**src/rtl/adc_rd_pkg.sv**
```systemverilog
// Package: shared types of the converter read sequencer.
// Assumes: nothing beyond IEEE 1800-2017.
package adc_rd_pkg;

    // Sequencer states
    typedef enum logic [1:0] {
        ST_IDLE = 2'd0,
        ST_CONV = 2'd1,
        ST_WAIT = 2'd2,
        ST_READ = 2'd3
    } rd_state_e;

endpackage

```
**src/rtl/rd_sync2.sv**
```systemverilog
// Module: rd_sync2
// Two-flop synchronizer for a small vector of asynchronous inputs.
// Assumes: each input level lasts at least one clock cycle; RST_VAL
// gives the idle level of each bit so that reset creates no false edge.
module rd_sync2 #(
    parameter int             W       = 3,
    parameter logic [W-1:0]   RST_VAL = '0
) (
    input  logic         clk,
    input  logic         rst_n,
    input  logic [W-1:0] d_i,
    output logic [W-1:0] q_o
);

    logic [W-1:0] meta_q;
    logic [W-1:0] sync_q;

    for (genvar g = 0; g < W; g++) begin : g_bit
        // Two capture stages per bit, reset to the bit's idle level
        always_ff @(posedge clk) begin
            if (!rst_n) begin
                meta_q[g] <= RST_VAL[g];
                sync_q[g] <= RST_VAL[g];
            end else begin
                meta_q[g] <= d_i[g];
                sync_q[g] <= meta_q[g];
            end
        end
    end

    assign q_o = sync_q;

endmodule

```
**src/rtl/rd_sclk_gen.sv**
```systemverilog
// Module: rd_sclk_gen
// Host-side serial clock: HALF cycles low, then HALF cycles high, repeated
// while enabled; held low otherwise. fall_o marks the cycle whose closing
// edge brings the clock low, which is the data sampling edge.
// Assumes: HALF >= 3 so that synchronized data is settled before sampling.
module rd_sclk_gen #(
    parameter int HALF = 4
) (
    input  logic clk,
    input  logic rst_n,
    input  logic en_i,
    output logic sclk_o,
    output logic fall_o
);

    localparam int HW = (HALF > 1) ? $clog2(HALF) : 1;
    localparam logic [HW-1:0] PH_END = HW'(HALF - 1);

    logic [HW-1:0] ph_q;
    logic          sclk_q;

    // Phase counter and clock level
    always_ff @(posedge clk) begin
        if (!rst_n || !en_i) begin
            ph_q   <= '0;
            sclk_q <= 1'b0;
        end else if (ph_q == PH_END) begin
            ph_q   <= '0;
            sclk_q <= ~sclk_q;
        end else begin
            ph_q   <= ph_q + 1'b1;
        end
    end

    assign sclk_o = sclk_q;
    assign fall_o = en_i && sclk_q && (ph_q == PH_END);

endmodule

```
**src/rtl/rd_shift_capture.sv**
```systemverilog
// Module: rd_shift_capture
// Collects serial bits MSB first. last_o flags the sample that completes
// the word; word_o then already includes the incoming bit.
// Assumes: clear_i is held outside a read so each read starts at bit zero.
module rd_shift_capture #(
    parameter int DATA_W = 24
) (
    input  logic              clk,
    input  logic              rst_n,
    input  logic              clear_i,
    input  logic              sample_i,
    input  logic              bit_i,
    output logic [DATA_W-1:0] word_o,
    output logic              last_o
);

    localparam int CW = $clog2(DATA_W);
    localparam logic [CW-1:0] LAST_IDX = CW'(DATA_W - 1);

    logic [DATA_W-1:0] shift_q;
    logic [CW-1:0]     cnt_q;

    // Shift register and bit counter
    always_ff @(posedge clk) begin
        if (!rst_n || clear_i) begin
            shift_q <= '0;
            cnt_q   <= '0;
        end else if (sample_i) begin
            shift_q <= {shift_q[DATA_W-2:0], bit_i};
            cnt_q   <= (cnt_q == LAST_IDX) ? '0 : cnt_q + 1'b1;
        end
    end

    assign word_o = {shift_q[DATA_W-2:0], bit_i};
    assign last_o = sample_i && (cnt_q == LAST_IDX);


    cap_count_chk: assert property (@(posedge clk) disable iff (!rst_n)
        sample_i && (cnt_q == LAST_IDX) |=> (cnt_q == '0));

endmodule

```
**src/rtl/adc_host_reader.sv**
```systemverilog
// Module: adc_host_reader
// Host sequencer for a serial delta-sigma converter: issues the start pulse,
// waits for ready with a timeout, reads one word with either clock source,
// and delivers it as an extended parallel word with a one-cycle strobe.
// Assumes: clk is the converter master clock (or faster, related to it);
// mode and polarity inputs are latched at each request.
module adc_host_reader
    import adc_rd_pkg::*;
#(
    parameter int DATA_W      = 24,
    parameter int OUT_W       = 32,
    parameter int CONV_CYCLES = 1600,
    parameter int TMO_MARGIN  = 16,
    parameter int CONV_PULSE  = 4,
    parameter int SCLK_HALF   = 4
) (
    input  logic             clk,
    input  logic             rst_n,
    input  logic             start_i,
    input  logic             continuous_i,
    input  logic             ext_mode_i,
    input  logic             bipolar_i,
    output logic             conv_n_o,
    output logic             cs_n_o,
    output logic             sclk_o,
    input  logic             rdy_i,
    input  logic             sclk_i,
    input  logic             sdo_i,
    output logic             res_valid_o,
    output logic [OUT_W-1:0] res_data_o,
    output logic             overrun_o,
    output logic             timeout_o
);

    localparam int TMO_LIM = CONV_CYCLES + TMO_MARGIN;
    localparam int CNT_W   = $clog2(TMO_LIM + 1);
    localparam logic [CNT_W-1:0] PULSE_END = CNT_W'(CONV_PULSE - 1);
    localparam logic [CNT_W-1:0] TMO_END   = CNT_W'(TMO_LIM - 1);

    rd_state_e         st_q;
    logic [CNT_W-1:0]  cnt_q;
    logic              mode_q;
    logic              bip_q;
    logic              valid_q;
    logic [OUT_W-1:0]  data_q;
    logic              ovr_q;
    logic              tmo_q;

    logic [2:0]        raw_in;
    logic [2:0]        syn_in;
    logic              rdy_s, sclk_s, sdo_s;
    logic              rdy_p, sclk_p;
    logic              rdy_fall, rdy_rise, sclk_fall;
    logic              gen_en, gen_fall, sample;
    logic [DATA_W-1:0] word;
    logic              last_bit;

    // Bring converter outputs into the clock domain
    assign raw_in = {rdy_i, sclk_i, sdo_i};

    rd_sync2 #(.W(3), .RST_VAL(3'b100)) u_sync (
        .clk   (clk),
        .rst_n (rst_n),
        .d_i   (raw_in),
        .q_o   (syn_in)
    );

    assign rdy_s  = syn_in[2];
    assign sclk_s = syn_in[1];
    assign sdo_s  = syn_in[0];

    // Previous synchronized levels for edge detection
    always_ff @(posedge clk) begin
        if (!rst_n) begin
            rdy_p  <= 1'b1;
            sclk_p <= 1'b0;
        end else begin
            rdy_p  <= rdy_s;
            sclk_p <= sclk_s;
        end
    end

    assign rdy_fall  = rdy_p & ~rdy_s;
    assign rdy_rise  = ~rdy_p & rdy_s;
    assign sclk_fall = sclk_p & ~sclk_s;

    // Host clock runs only during a host-clocked read
    assign gen_en = (st_q == ST_READ) && mode_q;

    rd_sclk_gen #(.HALF(SCLK_HALF)) u_sclk (
        .clk    (clk),
        .rst_n  (rst_n),
        .en_i   (gen_en),
        .sclk_o (sclk_o),
        .fall_o (gen_fall)
    );

    assign sample = (st_q == ST_READ) && (mode_q ? gen_fall : sclk_fall);

    rd_shift_capture #(.DATA_W(DATA_W)) u_cap (
        .clk      (clk),
        .rst_n    (rst_n),
        .clear_i  (st_q != ST_READ),
        .sample_i (sample),
        .bit_i    (sdo_s),
        .word_o   (word),
        .last_o   (last_bit)
    );

    // Extend the raw word per polarity
    function automatic logic [OUT_W-1:0] extend(input logic [DATA_W-1:0] w,
                                                input logic bip);
        logic [OUT_W-1:0] r;
        r = '0;
        r[DATA_W-1:0] = w;
        for (int i = DATA_W; i < OUT_W; i++) r[i] = bip & w[DATA_W-1];
        return r;
    endfunction

    // Sequencer: start pulse, ready wait with timeout, read, deliver
    always_ff @(posedge clk) begin
        if (!rst_n) begin
            st_q    <= ST_IDLE;
            cnt_q   <= '0;
            mode_q  <= 1'b0;
            bip_q   <= 1'b0;
            valid_q <= 1'b0;
            data_q  <= '0;
            ovr_q   <= 1'b0;
            tmo_q   <= 1'b0;
        end else begin
            valid_q <= 1'b0;
            ovr_q   <= 1'b0;
            tmo_q   <= 1'b0;
            unique case (st_q)
                ST_IDLE: begin
                    if (start_i) begin
                        st_q   <= ST_CONV;
                        cnt_q  <= '0;
                        mode_q <= ext_mode_i;
                        bip_q  <= bipolar_i;
                    end
                end
                ST_CONV: begin
                    cnt_q <= cnt_q + 1'b1;
                    if (cnt_q == PULSE_END) st_q <= ST_WAIT;
                end
                ST_WAIT: begin
                    cnt_q <= cnt_q + 1'b1;
                    if (rdy_fall) begin
                        st_q <= ST_READ;
                    end else if (cnt_q == TMO_END) begin
                        st_q  <= ST_IDLE;
                        tmo_q <= 1'b1;
                    end
                end
                ST_READ: begin
                    if (mode_q && rdy_rise) begin
                        st_q  <= ST_IDLE;
                        ovr_q <= 1'b1;
                    end else if (last_bit) begin
                        valid_q <= 1'b1;
                        data_q  <= extend(word, bip_q);
                        cnt_q   <= '0;
                        st_q    <= continuous_i ? ST_CONV : ST_IDLE;
                    end
                end
                default: st_q <= ST_IDLE;
            endcase
        end
    end

    assign conv_n_o    = (st_q != ST_CONV);
    assign cs_n_o      = (st_q != ST_READ);
    assign res_valid_o = valid_q;
    assign res_data_o  = data_q;
    assign overrun_o   = ovr_q;
    assign timeout_o   = tmo_q;


    conv_hold_chk: assert property (@(posedge clk) disable iff (!rst_n)
        $fell(conv_n_o) |=> !conv_n_o);


    read_after_rdy_chk: assert property (@(posedge clk) disable iff (!rst_n)
        $fell(cs_n_o) |-> $past(rdy_fall));


    self_clk_quiet_chk: assert property (@(posedge clk) disable iff (!rst_n)
        !mode_q |-> !sclk_o);


    valid_single_chk: assert property (@(posedge clk) disable iff (!rst_n)
        res_valid_o |=> !res_valid_o);


    ovr_ext_only_chk: assert property (@(posedge clk) disable iff (!rst_n)
        overrun_o |-> mode_q && cs_n_o && !res_valid_o);


    tmo_from_wait_chk: assert property (@(posedge clk) disable iff (!rst_n)
        timeout_o |-> ($past(st_q) == ST_WAIT) && (st_q == ST_IDLE));

endmodule

```
**config.mk**
```make
export PLATFORM = sky130hd
export DESIGN_NAME = adc_host_reader
export DESIGN_NICKNAME = d
export VERILOG_FILES = /design/src/rtl/adc_rd_pkg.sv /design/src/rtl/rd_sync2.sv /design/src/rtl/rd_sclk_gen.sv /design/src/rtl/rd_shift_capture.sv /design/src/rtl/adc_host_reader.sv
export SDC_FILE = /design/constraint.sdc
export NUM_CORES = 1
export LEC_CHECK = 0
export BUFFER_PORTS_ARGS = -buffer_cell sky130_fd_sc_hd__buf_2
export CAP_MARGIN = 25
export CORE_ASPECT_RATIO = 1.2
export CORE_MARGIN = 2
export CORE_UTILIZATION = 51
export CTS_CLUSTER_SIZE = 16
export DETAILED_ROUTE_END_ITERATION = 10
export GPL_ROUTABILITY_DRIVEN = 0
export PLACE_DENSITY = 0.75
export SYNTH_ARGS = -nofsm -noshare
export SYNTH_HDL_FRONTEND = slang
export SYNTH_HIERARCHICAL = 1
export SYNTH_SLANG_ARGS = --single-unit
```
**constraint.sdc**
```tcl
create_clock -name clk -period 2.4 [get_ports clk]
set_input_delay 0.6 -clock clk [delete_from_list [all_inputs] [get_ports clk]]
set_output_delay 0.6 -clock clk [all_outputs]
set_load 0.05 [all_outputs]
```
# After elaboration in Yosys (flattened, before gate mapping)
# Cells that the tools add are included.
# op_classes
n_addsub	3
eq_ne	15
n_mux	17
n_bitwise	12
n_reduce_logical	20
# op_table
cell	count
$mux 11	3
$pmux 11 s3	1
$mux 2	6
$add 11x1->11 const B	1
$eq 11x11->1 const B	1
$eq 11x2->1 const B	1
$ne 2x2->1 const B	5
$not 1->1	8
$pmux 2 s4	1
$eq 2x2->1 const B	3
$logic_and 1x1->1	6
$reduce_and 3->1	2
$reduce_or 3->1	2
$add 5x1->5 const B	1
$eq 5x5->1 const B	1
$mux 1	5
$mux 5	1
$and 1x1->1	4
$reduce_and 2->1	2
$reduce_and 4->1	1
$reduce_or 2->1	2
$ne 3x2->1 const B	1
$ne 3x3->1 const B	1
$add 2x1->2 const B	1
5 further kinds	7
# totals
register_bits	82
elab_cells	87

# Longest topological paths before layout
# Gate-level depths: netlist (run 1).
# logic_depth
depth_word	10
depth_mapped	14
ltp_nobuf	12

# Cells and area by module
# The synthesis (run 1) kept the hierarchy.
# modules_own_cells
module	instances	cells_per_inst	area_each_um2	seq_area_each_um2
adc_host_reader	1	235	1970.6	900.9
rd_shift_capture	1	100	1056.0	560.5
rd_sync2	1	12	157.7	120.1
rd_sclk_gen	1	11	128.9	60.1

# Worst setup path before layout (run 1)
# Ideal clock, no wire load.
# synth_path
path_type	register to register
start	register st_q[1]
end	register cnt_q[10] (netlist name)
setup_ns	0.070
arrival_time_ns	2.569
required_time_ns	2.330
slack_ns	-0.239
path_stages_with_launch	14
n_path_buf	1
period_less_slack_ns	2.639
path_cell_list	dfxtp_1 > ha_1 > and2_1 > and3_2 > a21oi_1 > nor2_1 > buf_6 > nand3_4 > nor2_1 > inv_1 > o21ai_4 > nand3_1 > or4_1 > a21oi_1
# synth_rtl
element	line_no	rtl
from (decl)	adc_host_reader.sv:40	rd_state_e st_q;
from (signal assigned)	adc_host_reader.sv:165	st_q <= continuous_i ? ST_CONV : ST_IDLE;

==> qor.yml, run 1 <==
power:
  vdd_drop_max_mv: 0.458
  p_leak_nw: 1.41
  totalPowerFinal_w: 0.00285
  power.density_nw_per_um2: 742
sta:
  rsz0062_at_grt: "no"
  relSlewSlack: 0.706
  worst_hold_slack_ns: 0.420
  fin_worst_skew_ns: 0.00649
  hold_viol: 0
  tightestPinTransition_ns: 0.438
  fin_ws_ns: 0.161
  period_minus_slack_ns: 2.24
  fin_tns_setup_ns: 0
  fin_crit_sh: 0.933
  report.final.slew_viol_count: 0
  setup_violations: 0
  clock.fmax_mhz: 447
synth:
  synth.top_cell.area_share: 0.495
  ys_ff_latch: 82
  synth_compound_area_frac: 0.0846
  synth_top_family_by_area: "simple AND/OR/NAND/NOR gates"
  synth-adder-area-share: 0.0340
  synth_seq_area_share: 0.495
  synth_area_um2: 3310
  synth_edf_count: 0
  synthMuxAreaShare: 0.0725
  syn-num-nets: 376
  netlist_instances: 358
  synth.area.top_cells: "dfxtp_1 (50%), mux2i_1 (7.3%), nand2_1 (6.9%), nor2_1 (4.9%), a21oi_1 (4.8%)"
  yosys.area.top_type: "dfxtp_1"
  synth.most_common_cell: "dfxtp_1"
  synthFlopType: "dfxtp_1"
  yosys_warnings: 6
  synth.avg_cell_area_um2: 9.25
  synth_xor_area_frac: 0.0317
  synth-simple-area-share: 0.232
  synthTopCellsByCount: "dfxtp_1 (82), nand2_1 (61), nor2_1 (43)"
  synth.distinct_cells: 45
  synthArstFlopShare: 0
worst_setup_path:
  worstPathArrival_ns: 2.52
  startpoint_type: "flip-flop"
  critical-path-max-stage-delay_ns: 0.41
  crit_chain: "ha_4, and2_4, and3_2, a21oi_1, nor2_4, nand3_4, nor2_4, inv_2, o21ai_4, nand3_2, or4_1, a21oi_1"
  critical_path_buf_inv_count: 1
  required_ns: 2.69
  end_kind: "flip-flop"
  critical_path_class: "reg -> reg"
  cpMaxStageDelayCell: "or4_1"
  critPathTopFamily: "simple AND/OR/NAND/NOR gates"
  cp_max_fo: 4
routing:
  remaining_drc_errors: 0
  drt_first_pass_iters: 4
  drtIter0Drc: 106
  drt-vias-per-instance: 5.06
  vias: 2485
  post_drt_wl_per_cell_um: 12.4
  ant_nets: 0
  routed_wl_mm: 6.10
clock_tree:
  htree_levels: 3
  clk_path_buf_depth: 2
  clock-sinks: 82
  clock-root-buffer: "clkbuf_8"
  path_clk_slew_ns: 0.08
  cts_tree: "done"
  numCtsBuffers: 9
  clock_latency_ns: 0.35
place:
  hpwl_mm: 4.18
  dp_slack_ns: 0.0857
  dpl_cell_area_um2: 3620
  io_buffers: 46
die:
  die_x_um: 77.6
  num_rows: 32
  start_util: 0.520
  core_um2: 6370
  dieArea_um2: 7160
  fp.dieH_um: 92.3
  io_pins: 47
global_routing:
  antenna_found_initial: 0
  grt_first_pass_wirelength_mm: 10.4
  grt_overflow: 0
  first_global_vias: 2410
  grt_max_degree: 29
  grt_usage: 0.181
outcome:
  status: "finished clean"
layout:
  syn_to_final_growth_pct: 15.9
  drive_gt1_frac: 0.229
  postLayoutCellArea_um2: 3840
  fin_nets: 419
  antenna_cells: 0
min_path:
  hold_path.class: "reg -> reg"
run:
  cap_violations: 0
-- per-stage QoR --
stage               utilization  instances
finish                    0.603        491
global route              0.603        491
CTS                       0.601        489
detailed placement        0.569        473
global placement          0.569        473
floorplan                     -        358
-- worst reg2reg max path, stage by stage, from the launching register on --
cell	delay (ns)
dfxtp_4	0.38
ha_4	0.16
and2_4	0.15
and3_2	0.16
a21oi_1	0.09
nor2_4	0.14
nand3_4	0.10
nor2_4	0.12
inv_2	0.06
o21ai_4	0.15
nand3_2	0.11
or4_1	0.41
a21oi_1	0.15
-- layout by cell type (no fill, tap or decap), types with 2 or more instances in the layout --
cell        netlist  final
a21oi_1          32     32
and2_1            7      6
and3_1            2      2
and3_2            3      3
buf_2             5     46
buf_4            10      8
clkbuf_8          0      9
clkinvlp_4        0      2
dfxtp_1          82     79
dfxtp_4           0      2
ha_1              9      8
inv_1             7      6
inv_6             0      2
mux2i_1          24     24
nand2_1          61     61
nand2b_1          6      6
nand3_1          11     10
nand4_1           3      3
nand4b_1          2      2
nor2_1           43     41
nor2_4            0      2
nor2b_1           2      2
nor3_1            4      3
o21ai_0           3      3
xnor2_1           2      2
xor2_1           10     10
-- timing repair --
action | 4_1_cts | 5_1_grt
hold buffers | 0 | 0
setup buffers | 0 | 2
endpoints found under the setup margin | 0 | 1
gates resized for setup | 0 | 1
-- report_power, final --
part           total (W)  leakage, nW  internal, W  switching [W]
Sequential       0.00145        0.664      0.00140      0.0000419
Clock           0.000991       0.0962     0.000487       0.000503
Combinational   0.000415        0.649     0.000159       0.000256
-- cells by family after synthesis --
group / after synthesis
buffers and inverters: 30
flip-flops: 82
AND/OR/NAND/NOR: 157
AO/OA/AOI/OAI: 44
adder cells (fa/ha/maj): 9
multiplexers: 24
XOR/XNOR: 12
-- final timing paths --
kind | start | end | slack (ns) | cells after the start
worst max register to register | st_q[1] | cnt_q[10] | 0.16 | 12
worst min-delay path | u_sync/meta_q[2] | u_sync/q_o[2] | 0.42 | 1
worst min register to register | u_sync/meta_q[2] | u_sync/q_o[2] | 0.42 | 1
worst max-delay path | st_q[1] | cnt_q[10] | 0.16 | 12
-- cell type report --
type / instances / area, um2
clock buffers: 9 / 124
clock inverters: 7 / 76.3
fillers: 568 / 2520
inverters: 7 / 26.3
multi-input cells: 246 / 1550
flip-flops and latches: 82 / 1650
well taps: 85 / 106
repair buffers: 55 / 310
-- sequential cells by signal, indices dropped and copies added, names as in the netlist, 2 cells and up --
name	flops
u_sclk/ph_q	2
u_sync/q_o	3
u_sync/meta_q	3
u_cap/cnt_q	5
st_q	2
cnt_q	11
res_data_o	25
u_cap/shift_q	23
-- routing by layer --
layer | share of wire | GRT usage
met1 | 0.43 | 0.206
met2 | 0.52 | 0.322
met4 | 0.018 | 0.0982
met3 | 0.032 | 0.0292
met5 | 0 | 0
(Power assumes the default switching activity.)
==> run 2: changes to the inputs <==
--- a/config.mk
+++ b/config.mk
@@ -13,7 +13,7 @@
 export CTS_CLUSTER_SIZE = 16
 export DETAILED_ROUTE_END_ITERATION = 10
 export GPL_ROUTABILITY_DRIVEN = 0
-export PLACE_DENSITY = 0.75
+export PLACE_DENSITY_LB_ADDON = 0.15
 export SYNTH_ARGS = -nofsm -noshare
 export SYNTH_HDL_FRONTEND = slang
 export SYNTH_HIERARCHICAL = 1
==> qor.yml, run 2 (synthesis gave the netlist of run 1 again) <==
outcome:
  status: "finished clean"
clock_tree:
  htree_levels: 3  # unchanged
  path_clk_slew_ns: 0.08  # about the same
  cts_tree: "done"
  clock-sinks: 82  # unchanged
  ctsHoldBuffers: 0  # unchanged
  numCtsBuffers: 9  # unchanged
  clock_latency_ns: 0.35  # about the same
  clock-root-buffer: "clkbuf_8"
  clk_path_buf_depth: 2  # unchanged
sta:
  setup_violations: 0  # unchanged
  fin_crit_sh: 0.982  # +0.0492
  rsz0062_at_grt: "yes"
  fin_tns_setup_ns: 0  # unchanged
  fin_worst_skew_ns: 0.00554  # -0.000944 ns
  relSlewSlack: 0.718  # +0.0127
  hold_viol: 0  # unchanged
  period_minus_slack_ns: 2.36  # +0.118 ns
  tightestPinTransition_ns: 0.419  # -0.0189 ns
  report.final.slew_viol_count: 0  # unchanged
  clock.fmax_mhz: 424  # -5.0%
routing:
  routed_wl_mm: 6.20  # +1.6%
  post_drt_wl_per_cell_um: 12.6  # +1.2%
  ant_nets: 0  # unchanged
  drt_first_pass_iters: 4  # unchanged
  vias: 2460  # -1.0%
  drtIter0Drc: 86  # -19%
  remaining_drc_errors: 0  # unchanged
  drt-vias-per-instance: 4.99  # -1.4%
worst_setup_path:
  reg2reg_to: "cnt_q[8]"
  crit_chain: "ha_4, and2_4, and3_2, a21oi_1, nor2_4, nand3_4, nor2_4, inv_2, o21ai_4, nand3_2, buf_4, or3_1, a21oi_1"
  critical-path-max-stage-delay_ns: 0.37  # -0.04 ns
  critical_path_class: "reg -> reg"
  startpoint_type: "flip-flop"
  reg2regPathDepth: 13  # +1
  cp_max_fo: 4  # unchanged
  rr_startpoint: "st_q[1]"
  r2r_slack_ns: 0.04  # -0.12 ns
  required_ns: 2.69  # about the same
  worstPathArrival_ns: 2.64  # +0.12 ns
  end_kind: "flip-flop"
  cpMaxStageDelayCell: "dfxtp_4"
global_routing:
  first_global_vias: 2402  # -0.33%
  antenna_found_initial: 0  # unchanged
  grt_max_degree: 28  # -3.4%
  grt_usage: 0.187  # +0.00613
  grt_first_pass_wirelength_mm: 10.6  # +1.5%
  grt_overflow: 0  # unchanged
layout:
  mostFrequentLayoutCells: "dfxtp_1 (79), nand2_1 (61), buf_2 (46)"
  postLayoutCellArea_um2: 3870  # +0.85%
  drive_gt1_frac: 0.230  # +0.00133
  syn_to_final_growth_pct: 16.9
  fin_util: 0.608  # +0.00511
  antenna_cells: 0  # unchanged
  instances_no_fill: 493  # +0.41%
  final_common_cell: "dfxtp_1"
  fillCellCount: 572  # +0.70%
  largest_register_ffs: 25  # unchanged
  fin_nets: 421  # +0.48%
die:
  start_util: 0.520  # unchanged
  die_x_um: 77.6  # unchanged
  core_um2: 6370  # unchanged
  num_rows: 32  # unchanged
  dieArea_um2: 7160  # unchanged
  fp.dieH_um: 92.3  # unchanged
  io_pins: 47  # unchanged
power:
  power.density_nw_per_um2: 759  # +2.3%
  vdd_drop_max_mv: 0.528  # +15%
  p_leak_nw: 1.43  # +1.6%
place:
  placed_cells: 474  # +0.21%
  hpwl_mm: 4.12  # -1.4%
  dpl_cell_area_um2: 3630  # +0.21%
  io_buffers: 46  # unchanged
min_path:
  hold_path_depth: 1  # unchanged
  hold_path.class: "reg -> reg"
  hold_path_end: "u_sync/q_o[2]"
  hp-start: "u_sync/meta_q[2]"
run:
  cap_violations: 0  # unchanged
[run 2: stage by stage]
step	hold slack, ns	worst slack (ns)	power [W]
2_1_floorplan	0.386	0.00383	0.00177
3_3_place_gp	0.405	0.137	0.00185
3_5_place_dp	0.398	0.0741	0.00187
4_1_cts	0.417	0.0390	0.00296
5_1_grt	0.408	-0.0643	0.00308
6_report	0.416	0.0433	0.00294
[run 2: worst max-delay path: cells and delay by family, from the launching register on]
| kind | cells | cell delay [ns] |
|---|---|---|
| compound gates | 3 | 0.38 |
| fa+ha+maj | 1 | 0.16 |
| flops | 1 | 0.37 |
| simple gates | 7 | 1.14 |
| buf+inv | 2 | 0.23 |
[run 2: routing by layer]
layer | vias up | wire (um) | global-route usage
met1 | 1134 | 2810 | 0.221
met3 | 12 | 188 | 0.0517
li1 | 1277 | - | -
met4 | 0 | 138 | 0.0967
met2 | 37 | 3060 | 0.309
met5 | - | 0 | 0
[run 2: timing repair]
item	CTS	global route
gates resized for setup	0	1
buffers inserted	0	3
endpoints found under the setup margin	0	2
[run 2: final cells by class]
| cell class | instances | area (um2) | area share |
|---|---|---|---|
| clock buffer | 10 | 128 | 0.0329 |
| clock inverter | 6 | 90.1 | 0.0233 |
| inverter | 7 | 26.3 | 0.00678 |
| multi-input combinational | 246 | 1550 | 0.400 |
| sequential | 82 | 1650 | 0.426 |
| tap | 85 | 106 | 0.0275 |
| timing repair buffer | 57 | 325 | 0.0840 |
[run 2: worst max path at each step]
stage | start | end | slack, ns | depth (start not counted)
detailed placement | st_q[1] | cnt_q[10] | 0.07 | 12
global route | st_q[0] | cnt_q[8] | -0.06 | 13
finish | st_q[1] | cnt_q[8] | 0.04 | 13
CTS | st_q[1] | cnt_q[10] | 0.04 | 12
global placement | st_q[1] | cnt_q[10] | 0.14 | 12
floorplan | st_q[1] | cnt_q[10] | 0.004 | 13
[run 2: power breakdown]
group	total [W]	leakage, nW	internal (W)	switching, W
sequential	0.00144	0.664	0.00140	0.0000368
clock	0.00110	0.107	0.000590	0.000505
combinational	0.000405	0.661	0.000152	0.000253
